## config.mk

```make
export PLATFORM = sky130hd
export DESIGN_NAME = gpio_mux_port
export DESIGN_NICKNAME = d
export VERILOG_FILES = /design/src/rtl/gpio_mux_pkg.sv /design/src/rtl/gpio_mux_sync.sv /design/src/rtl/gpio_mux_regs.sv /design/src/rtl/gpio_mux_pinsel.sv /design/src/rtl/gpio_mux_port.sv
export SDC_FILE = /design/constraint.sdc
export NUM_CORES = 1
export LEC_CHECK = 0
export BUFFER_PORTS_ARGS = -buffer_cell sky130_fd_sc_hd__buf_2
export CAP_MARGIN = 25
export CORE_MARGIN = 2
export CORE_UTILIZATION = 50
export DETAILED_ROUTE_END_ITERATION = 16
export PLACE_DENSITY = 0.89
export SLEW_MARGIN = 0
export SYNTH_ARGS = -nofsm -noshare
export SYNTH_HDL_FRONTEND = slang
export SYNTH_SLANG_ARGS = --single-unit
```

## constraint.sdc

```tcl
create_clock -name clk -period 5.25 [get_ports clk]
set_input_delay 1.05 -clock clk [delete_from_list [all_inputs] [get_ports clk]]
set_output_delay 1.05 -clock clk [all_outputs]
set_load 0.01 [all_outputs]
```

## src/rtl/gpio_mux_pkg.sv

```systemverilog
// Shared register addresses for the multiplexed GPIO port.
// Assumes a 3-bit word address on the register port.
package gpio_mux_pkg;
    typedef enum logic [2:0] {
        RA_FUNC_EN  = 3'd0,
        RA_FSEL     = 3'd1,
        RA_DATA     = 3'd2,
        RA_DATA_SET = 3'd3,
        RA_DATA_CLR = 3'd4,
        RA_DIR_SET  = 3'd5,
        RA_DIR_CLR  = 3'd6,
        RA_IN_EN    = 3'd7
    } reg_addr_e;
endpackage

```

## src/rtl/gpio_mux_sync.sv

```systemverilog
// Two-flop synchronizer for the raw pad inputs.
// Assumes pads are asynchronous to clk; the output lags by two edges.
module gpio_mux_sync #(
    parameter int W = 16
) (
    input  logic         clk,
    input  logic         rst_n,
    input  logic [W-1:0] d_in,
    output logic [W-1:0] d_sync
);
    logic [W-1:0] stage1_q;
    logic [W-1:0] stage2_q;

    // Shift the pad sample through two flops.
    always_ff @(posedge clk) begin
        if (!rst_n) begin
            stage1_q <= '0;
            stage2_q <= '0;
        end else begin
            stage1_q <= d_in;
            stage2_q <= stage1_q;
        end
    end

    assign d_sync = stage2_q;

    AST_SYNC_TWO_EDGES: assert property (@(posedge clk) disable iff (!rst_n)
        ($past(rst_n) && $past(rst_n, 2)) |-> (d_sync == $past(d_in, 2)));
endmodule

```

## src/rtl/gpio_mux_regs.sv

```systemverilog
// Register file of the GPIO port: function enable, function select,
// output latch with set/clear aliases, direction with set/clear aliases,
// input enable, and the combinational read mux.
// Assumes NUM_PINS*SEL_W and NUM_PINS both fit in DATA_W.
module gpio_mux_regs
    import gpio_mux_pkg::*;
#(
    parameter int NUM_PINS = 16,
    parameter int SEL_W    = 2,
    parameter int DATA_W   = 32
) (
    input  logic                      clk,
    input  logic                      rst_n,
    input  logic                      wr_en,
    input  logic [2:0]                addr,
    input  logic [DATA_W-1:0]         wdata,
    input  logic [NUM_PINS-1:0]       pin_sync,
    output logic [DATA_W-1:0]         rdata,
    output logic [NUM_PINS-1:0]       func_en_q,
    output logic [NUM_PINS*SEL_W-1:0] fsel_q,
    output logic [NUM_PINS-1:0]       data_q,
    output logic [NUM_PINS-1:0]       dir_q,
    output logic [NUM_PINS-1:0]       in_en_q
);
    localparam int FS_W = NUM_PINS * SEL_W;

    logic [NUM_PINS-1:0] wbits;
    assign wbits = wdata[NUM_PINS-1:0];

    // Apply register writes, including the write-one set/clear aliases.
    always_ff @(posedge clk) begin
        if (!rst_n) begin
            func_en_q <= '0;
            fsel_q    <= '0;
            data_q    <= '0;
            dir_q     <= '0;
            in_en_q   <= '0;
        end else if (wr_en) begin
            case (reg_addr_e'(addr))
                RA_FUNC_EN:  func_en_q <= wbits;
                RA_FSEL:     fsel_q    <= wdata[FS_W-1:0];
                RA_DATA:     data_q    <= wbits;
                RA_DATA_SET: data_q    <= data_q | wbits;
                RA_DATA_CLR: data_q    <= data_q & ~wbits;
                RA_DIR_SET:  dir_q     <= dir_q | wbits;
                RA_DIR_CLR:  dir_q     <= dir_q & ~wbits;
                RA_IN_EN:    in_en_q   <= wbits;
                default:     ;
            endcase
        end
    end

    // Select the read word for the current address.
    always_comb begin
        rdata = '0;
        case (reg_addr_e'(addr))
            RA_FUNC_EN:              rdata[NUM_PINS-1:0] = func_en_q;
            RA_FSEL:                 rdata[FS_W-1:0]     = fsel_q;
            RA_DATA:                 rdata[NUM_PINS-1:0] = (in_en_q & pin_sync) | (~in_en_q & data_q);
            RA_DATA_SET, RA_DATA_CLR: rdata[NUM_PINS-1:0] = data_q;
            RA_DIR_SET, RA_DIR_CLR:  rdata[NUM_PINS-1:0] = dir_q;
            RA_IN_EN:                rdata[NUM_PINS-1:0] = in_en_q;
            default:                 rdata = '0;
        endcase
    end

    AST_RESET_CLEARS: assert property (@(posedge clk)
        !rst_n |=> (func_en_q == '0 && fsel_q == '0 && data_q == '0 && dir_q == '0 && in_en_q == '0));
    AST_SET_ONLY_RAISES: assert property (@(posedge clk) disable iff (!rst_n)
        (wr_en && addr == RA_DATA_SET) |=> ((data_q & $past(data_q)) == $past(data_q)));
    AST_CLR_ONLY_LOWERS: assert property (@(posedge clk) disable iff (!rst_n)
        (wr_en && addr == RA_DATA_CLR) |=> ((data_q | $past(data_q)) == $past(data_q)));
    AST_DIR_SET_RAISES: assert property (@(posedge clk) disable iff (!rst_n)
        (wr_en && addr == RA_DIR_SET) |=> ((dir_q & $past(dir_q)) == $past(dir_q)));
    AST_IDLE_HOLDS: assert property (@(posedge clk) disable iff (!rst_n)
        !wr_en |=> ($stable(data_q) && $stable(dir_q) && $stable(func_en_q) && $stable(in_en_q)));
endmodule

```

## src/rtl/gpio_mux_pinsel.sv

```systemverilog
// Per-pin output steering: GPIO latches or the selected peripheral channel.
// Assumes NUM_FUNC is a power of two so every select code names a channel.
module gpio_mux_pinsel #(
    parameter int NUM_PINS = 16,
    parameter int NUM_FUNC = 4,
    parameter int SEL_W    = 2
) (
    input  logic [NUM_PINS-1:0]          func_en,
    input  logic [NUM_PINS*SEL_W-1:0]    fsel,
    input  logic [NUM_PINS-1:0]          data,
    input  logic [NUM_PINS-1:0]          dir,
    input  logic [NUM_FUNC*NUM_PINS-1:0] per_out,
    input  logic [NUM_FUNC*NUM_PINS-1:0] per_oe,
    output logic [NUM_PINS-1:0]          pin_out,
    output logic [NUM_PINS-1:0]          pin_oe,
    output logic [NUM_PINS*SEL_W-1:0]    pin_fsel
);
    for (genvar p = 0; p < NUM_PINS; p++) begin : g_pin
        logic [SEL_W-1:0] sel;
        logic             ch_out;
        logic             ch_oe;
        assign sel = fsel[p*SEL_W +: SEL_W];

        // Pick this pin's bit from the selected peripheral channel.
        always_comb begin
            ch_out = per_out[int'(sel)*NUM_PINS + p];
            ch_oe  = per_oe[int'(sel)*NUM_PINS + p];
        end

        // Choose between peripheral and GPIO ownership.
        always_comb begin
            if (func_en[p]) begin
                pin_out[p]                   = ch_out;
                pin_oe[p]                    = ch_oe;
                pin_fsel[p*SEL_W +: SEL_W]   = sel;
            end else begin
                pin_out[p]                   = data[p];
                pin_oe[p]                    = dir[p];
                pin_fsel[p*SEL_W +: SEL_W]   = '0;
            end
        end
    end
endmodule

```

## src/rtl/gpio_mux_port.sv

```systemverilog
// Top of the multiplexed GPIO port: register file, input synchronizer,
// per-pin output steering and gated inputs for the interrupt block.
// Assumes a single-cycle write strobe and combinational reads.
module gpio_mux_port #(
    parameter int NUM_PINS = 16,
    parameter int NUM_FUNC = 4,
    parameter int DATA_W   = 32
) (
    input  logic                                   clk,
    input  logic                                   rst_n,
    input  logic                                   reg_wr,
    input  logic [2:0]                             reg_addr,
    input  logic [DATA_W-1:0]                      reg_wdata,
    output logic [DATA_W-1:0]                      reg_rdata,
    input  logic [NUM_PINS-1:0]                    pad_in,
    input  logic [NUM_FUNC*NUM_PINS-1:0]           per_out,
    input  logic [NUM_FUNC*NUM_PINS-1:0]           per_oe,
    output logic [NUM_PINS-1:0]                    pad_out,
    output logic [NUM_PINS-1:0]                    pad_oe,
    output logic [NUM_PINS*$clog2(NUM_FUNC)-1:0]   pad_fsel,
    output logic [NUM_PINS-1:0]                    pad_irq_src
);
    localparam int SEL_W = $clog2(NUM_FUNC);
    localparam int FS_W  = NUM_PINS * SEL_W;

    logic [NUM_PINS-1:0] func_en_q;
    logic [FS_W-1:0]     fsel_q;
    logic [NUM_PINS-1:0] data_q;
    logic [NUM_PINS-1:0] dir_q;
    logic [NUM_PINS-1:0] in_en_q;
    logic [NUM_PINS-1:0] pin_sync;

    gpio_mux_sync #(.W(NUM_PINS)) u_sync (
        .clk    (clk),
        .rst_n  (rst_n),
        .d_in   (pad_in),
        .d_sync (pin_sync)
    );

    gpio_mux_regs #(.NUM_PINS(NUM_PINS), .SEL_W(SEL_W), .DATA_W(DATA_W)) u_regs (
        .clk       (clk),
        .rst_n     (rst_n),
        .wr_en     (reg_wr),
        .addr      (reg_addr),
        .wdata     (reg_wdata),
        .pin_sync  (pin_sync),
        .rdata     (reg_rdata),
        .func_en_q (func_en_q),
        .fsel_q    (fsel_q),
        .data_q    (data_q),
        .dir_q     (dir_q),
        .in_en_q   (in_en_q)
    );

    gpio_mux_pinsel #(.NUM_PINS(NUM_PINS), .NUM_FUNC(NUM_FUNC), .SEL_W(SEL_W)) u_pinsel (
        .func_en  (func_en_q),
        .fsel     (fsel_q),
        .data     (data_q),
        .dir      (dir_q),
        .per_out  (per_out),
        .per_oe   (per_oe),
        .pin_out  (pad_out),
        .pin_oe   (pad_oe),
        .pin_fsel (pad_fsel)
    );

    // Only input-enabled pins reach the interrupt block.
    assign pad_irq_src = pin_sync & in_en_q;

    AST_GPIO_OE_FROM_DIR: assert property (@(posedge clk) disable iff (!rst_n)
        ((pad_oe & ~func_en_q) == (dir_q & ~func_en_q)));
    AST_GPIO_SEL_ZERO: assert property (@(posedge clk) disable iff (!rst_n)
        ($countones(pad_fsel) <= 2 * $countones(func_en_q)));
endmodule

```

Yosys cells after proc, flatten, opt, wreduce, memory -nomap -nowiden
Index checks and enable logic that the tools add are counted.
{"block": "totals", "regBits": 128, "input_bits": 182, "wordCells": 210}
{"block": "classes", "reduce_logical": 10, "n_bitwise": 9, "eq_ne": 7, "muxes": 146, "add_sub_neg": 15, "order_cmp": 16}
{"operator": "$lt 32x8->1 const B", "count": 13}
{"operator": "$bmux 1 s6", "count": 30}
{"operator": "$pmux 16 s6", "count": 1}
{"operator": "$mux 1", "count": 94}
{"operator": "$and 16x16->16", "count": 4}
{"operator": "$add 6x4->7 const B", "count": 8}
{"operator": "$or 16x16->16", "count": 3}
{"operator": "$pmux 16 s3", "count": 1}
{"operator": "$mux 2", "count": 16}
{"operator": "$not 16->16", "count": 2}
{"operator": "$pmux 16 s2", "count": 1}
{"operator": "$add 6x3->7 const B", "count": 4}
{"operator": "$mux 16", "count": 1}
{"operator": "$add 6x2->7 const B", "count": 2}
{"operator": "$lt 7x7->1 const B", "count": 2}
{"operator": "$eq 3x3->1 const B", "count": 4}
{"operator": "$reduce_and 2->1", "count": 5}
{"operator": "$add 6x1->7 const B", "count": 1}
{"operator": "$lt 6x7->1 const B", "count": 1}
{"operator": "$eq 3x2->1 const B", "count": 2}
{"operator": "$bmux 1 s2", "count": 2}
{"operator": "$reduce_or 2->1", "count": 2}
{"operator": "$eq 3x1->1 const B", "count": 1}
{"operator": "$logic_not 3->1", "count": 1}
{"operator": "2 further kinds", "count": 2}

Depth between registers and ports, before layout
{"block": "logic_depth", "depth_word": 5, "depth_mapped": 7, "ltp_nobuf": 4}

Hierarchy
Synthesis repeated with hierarchy kept, for this count alone.
{"block": "unflattened", "hier_cells": 914, "hier_area_um2": 7608.5}
{"module": "gpio_mux_regs", "cells_per_inst": 623, "area_each_um2": 4972.3, "instances": 1, "seq_area_each_um2": 1921.8}
{"module": "gpio_mux_pinsel", "cells_per_inst": 208, "area_each_um2": 1640.3, "instances": 1, "seq_area_each_um2": 0.0}
{"module": "gpio_mux_sync", "cells_per_inst": 67, "area_each_um2": 895.9, "instances": 1, "seq_area_each_um2": 640.6}
{"module": "gpio_mux_port", "cells_per_inst": 16, "area_each_um2": 100.1, "instances": 1, "seq_area_each_um2": 0.0}

Worst setup path before layout
Ideal clock, no wire load.
{"block": "synth_path", "path_type": "input -> output", "startpoint": "input port reg_addr[1]", "endpoint": "output port reg_rdata[12]", "required_time_ns": 4.200, "slack_ns": 2.083, "t_arrival_ns": 2.117, "n_path_buf": 3, "stages": 7, "cell_sequence": "buf_4 nand2b_1 buf_4 buf_6 nor2_1 a211oi_1 o32a_1"}
{"block": "synth_between", "elab_chain_len": 3, "word_cells_on_any_way": 11, "cone_classes": "eq/ne: 7; mux: 1; reduce/logical: 3"}
{"element": "start: declaration", "line_no": "gpio_mux_port.sv:12", "text": "input logic [2:0] reg_addr,"}
{"element": "$eq 3x3->1 or $eq 3x2->1 (tied branches)", "line_no": "gpio_mux_regs.sv:56", "text": "case (reg_addr_e'(addr))"}
{"element": "$reduce_or 2->1", "line_no": "gpio_mux_regs.sv:56"}
{"element": "$pmux 16 s6 (*)", "line_no": "gpio_mux_regs.sv:56"}
{"element": "end: declaration", "line_no": "gpio_mux_port.sv:14", "text": "output logic [DATA_W-1:0] reg_rdata,"}
Mark *: on every way between the ends. The rest lies on a longest branch, timed or not.

Worst setup path in the final report
{"block": "layout_path", "startpoint": "input port reg_addr[1]", "endpoint": "output port reg_rdata[10]"}
The elaborated chain is that of the path after synthesis.

==> results.ini <==
[critical_path]
regToRegEndpoint=u_regs.func_en_q[4]$_SDFFE_PN0P_
critical_path.reg2reg.startpoint=u_regs.func_en_q[4]$_SDFFE_PN0P_
critPathKind=in2out
start_kind=input port
cp_data_arrival_time_ns=3.22
worst_ep_required_time_ns=4.20
worst_r2r_path_depth=2
ff2ff_setup_slack_ns=4.44
endpoint_kind=output pin
worstPathMaxFanout=31

[yosys]
yosys_register_bits=128
mapped_nets=951
synth.yosys.warnings=0
synth_seq_area_share=0.370
synthArstFlopShare=0
synth_enable_flop_cells=0
synth_ff_type=sky130_fd_sc_hd__dfxtp_1
avgSynthCellArea_um2=9.01
ys_types=42
synth.cell_area_um2=6930
post_synthesis_cells=769

[sta]
rsz_0062_raised_after_global_routing=false
timing_max_transition_violations_final=0
achievable-frequency_ghz=0.234
hold_violations=0
post-route-min-period_ns=4.27
final_min_period_over_clock_period=0.814
finClkSkew_ns=0.00177
worst-slew-pin-transition_ns=1.01
slew-limit-headroom=0.328
fin_setup_tns_ns=0
finalSetupViolations=0
worst_slack_ns=0.977
worst_hold_slack_ns=0.431

[clock_tree]
cts_root_buf=sky130_fd_sc_hd__clkbuf_16
tritoncts_num_sinks=128
tritoncts.num_buffers=17
post_cts.repair.setup_buffers=0
cts_tree=done
clock_tree.buffer_depth=2
post_cts_resize_count=0
clk_pin_slew_ns=0.05
ctsHtreeMaxLevel=4
clkLatencyLatePin_ns=0.41
cts_hold_repair.buffers=0

[detailed_routing]
routed_wirelength_um=23600
drt_pass1_iterations=7
vias_per_cell=5.90
remaining_drc_errors=0
drt_iter0_markers=1028
wl_per_cell_um=19.3
ant_nets=0
route.vias.total=7239

[job]
cap_violations=0

[pwr]
static-leakage-power_uw=0.00384
power.density_nw_per_um2=275
worst_ir_drop_vdd_v=0.000260
finalPower_uw=2470

[min_path]
hold_path_depth=1
hold_path_class=reg2reg
hold_end=u_sync.d_sync[6]$_SDFF_PN0_
worstHoldStart=u_sync.stage1_q[6]$_SDFF_PN0_

[placement]
finalWeightedCongestion=0.938
pre_cts_ws_ns=1.08
detailedPlacementHpwl_um=16300
numPortBuffers=293

[final_layout]
layout_common_cells=sky130_fd_sc_hd__buf_2 (293), sky130_fd_sc_hd__nand2_1 (132), sky130_fd_sc_hd__dfxtp_1 (128)
fin_nets=1216
drive_gt1_frac=0.394
insertedDiodeCount=0
syn_to_final_growth_pct=29.5
most_frequent_standard_cell_in_the_layout_excluding_fill_and_tap_cells=sky130_fd_sc_hd__buf_2

[global_routing]
grt_max_degree=81
global_route_wire_length_before_repair_um=35400
total_congestion_overflow_after_global_routing=0
gr-usage-all-layers=0.313
antenna_found_initial=1
vias_in_the_first_global_route=6607

[floorplanning]
initial_core_util=0.505
core_area_um2=13700
floorplan_row_count=43
floorplan.io_pins=294
design.die.area_um2=14800
fp.dieH_um=122
die_x_um=122

[run_status]
outcome=completed

==> logic make-up (layout without fill, tap and decap cells) <==
family          Yosys count  after routing  share of synthesized area
compound gates          209            209                      0.210
mux                      64             64                      0.156
xor+xnor                  1              1                    0.00235
flops                   128            128                      0.370
buf+inv                  68            345                     0.0469
simple gates            299            299                      0.215
==> stage by stage <==
| stage | cell area [um^2] | utilization | instances |
|---|---|---|---|
| floorplan | 6930 | - | 769 |
| global placement | 8410 | 0.613 | 1194 |
| detailed placement | 8410 | 0.613 | 1194 |
| CTS | 8970 | 0.654 | 1225 |
| global route | 8980 | 0.655 | 1226 |
| finish | 8980 | 0.655 | 1226 |
==> area by class of cell <==
| class | instances | area [um^2] |
|---|---|---|
| fill | 1159 | 4740 |
| multi-input combinational | 573 | 4060 |
| sequential | 128 | 2560 |
| timing repair buffer | 300 | 1520 |
| clock buffer | 26 | 509 |
| tap | 180 | 225 |
| clock inverter | 5 | 52.6 |
| inverter | 14 | 52.6 |
==> worst max path at each step <==
stage / end / start / depth (start not counted)
5_1_grt: reg_rdata[10] / reg_addr[1] / 6
2_1_floorplan: reg_rdata[12] / reg_addr[1] / 7
3_5_place_dp: reg_rdata[10] / reg_addr[1] / 6
3_3_place_gp: reg_rdata[10] / reg_addr[1] / 6
6_report: reg_rdata[10] / reg_addr[1] / 6
4_1_cts: reg_rdata[10] / reg_addr[1] / 6
==> cell usage after synthesis (2+ instances only) <==
cell,number,area [um^2]
sky130_fd_sc_hd__nor2b_1,17,106
sky130_fd_sc_hd__o21ai_0,14,70.1
sky130_fd_sc_hd__nand2b_1,4,25.0
sky130_fd_sc_hd__a21oi_1,82,410
sky130_fd_sc_hd__a21boi_0,2,15.0
sky130_fd_sc_hd__dfxtp_1,128,2560
sky130_fd_sc_hd__buf_4,5,37.5
sky130_fd_sc_hd__nand3_1,2,10.0
sky130_fd_sc_hd__o2bb2ai_1,16,140
sky130_fd_sc_hd__a22o_1,16,140
sky130_fd_sc_hd__o21ai_2,2,17.5
sky130_fd_sc_hd__a32oi_1,2,17.5
sky130_fd_sc_hd__o32a_1,13,130
sky130_fd_sc_hd__inv_1,13,48.8
sky130_fd_sc_hd__mux2_2,32,360
sky130_fd_sc_hd__clkbuf_1,23,86.3
sky130_fd_sc_hd__a211oi_1,19,143
sky130_fd_sc_hd__a22oi_1,26,195
sky130_fd_sc_hd__and2_1,98,613
sky130_fd_sc_hd__o22ai_1,2,12.5
sky130_fd_sc_hd__nor3b_2,2,25.0
sky130_fd_sc_hd__o31a_1,2,17.5
sky130_fd_sc_hd__nor2_2,2,12.5
sky130_fd_sc_hd__buf_2,23,115
sky130_fd_sc_hd__mux4_2,32,721
sky130_fd_sc_hd__and3_1,2,12.5
sky130_fd_sc_hd__nand2_1,132,495
sky130_fd_sc_hd__buf_6,3,33.8
sky130_fd_sc_hd__nor2_1,33,124
sky130_fd_sc_hd__a211oi_2,10,125
==> worst max-delay path, stage by stage <==
cell and delay, ns:
sky130_fd_sc_hd__buf_2 0.51, sky130_fd_sc_hd__xor2_2 0.83, sky130_fd_sc_hd__a32oi_1 0.21, sky130_fd_sc_hd__o31a_1 0.15
sky130_fd_sc_hd__o22ai_1 0.25, sky130_fd_sc_hd__buf_2 0.19
==> report_power, final <==
| group | total [uW] | internal, uW | switching (uW) |
|---|---|---|---|
| Combinational | 318 | 150 | 167 |
| Clock | 1120 | 709 | 412 |
| Sequential | 1030 | 1000 | 30.9 |
| Total | 2470 | 1860 | 610 |
==> per-layer routing <==
| layer | vias up | track usage | part of all wire |
|---|---|---|---|
| met1 | 3397 | 0.415 | 0.38 |
| met5 | - | 0 | 0 |
| li1 | 3286 | - | - |
| met2 | 488 | 0.497 | 0.48 |
| met4 | 0 | 0.112 | 0.024 |
| met3 | 68 | 0.0796 | 0.11 |
Note: power is estimated with default switching activity, not from simulation.
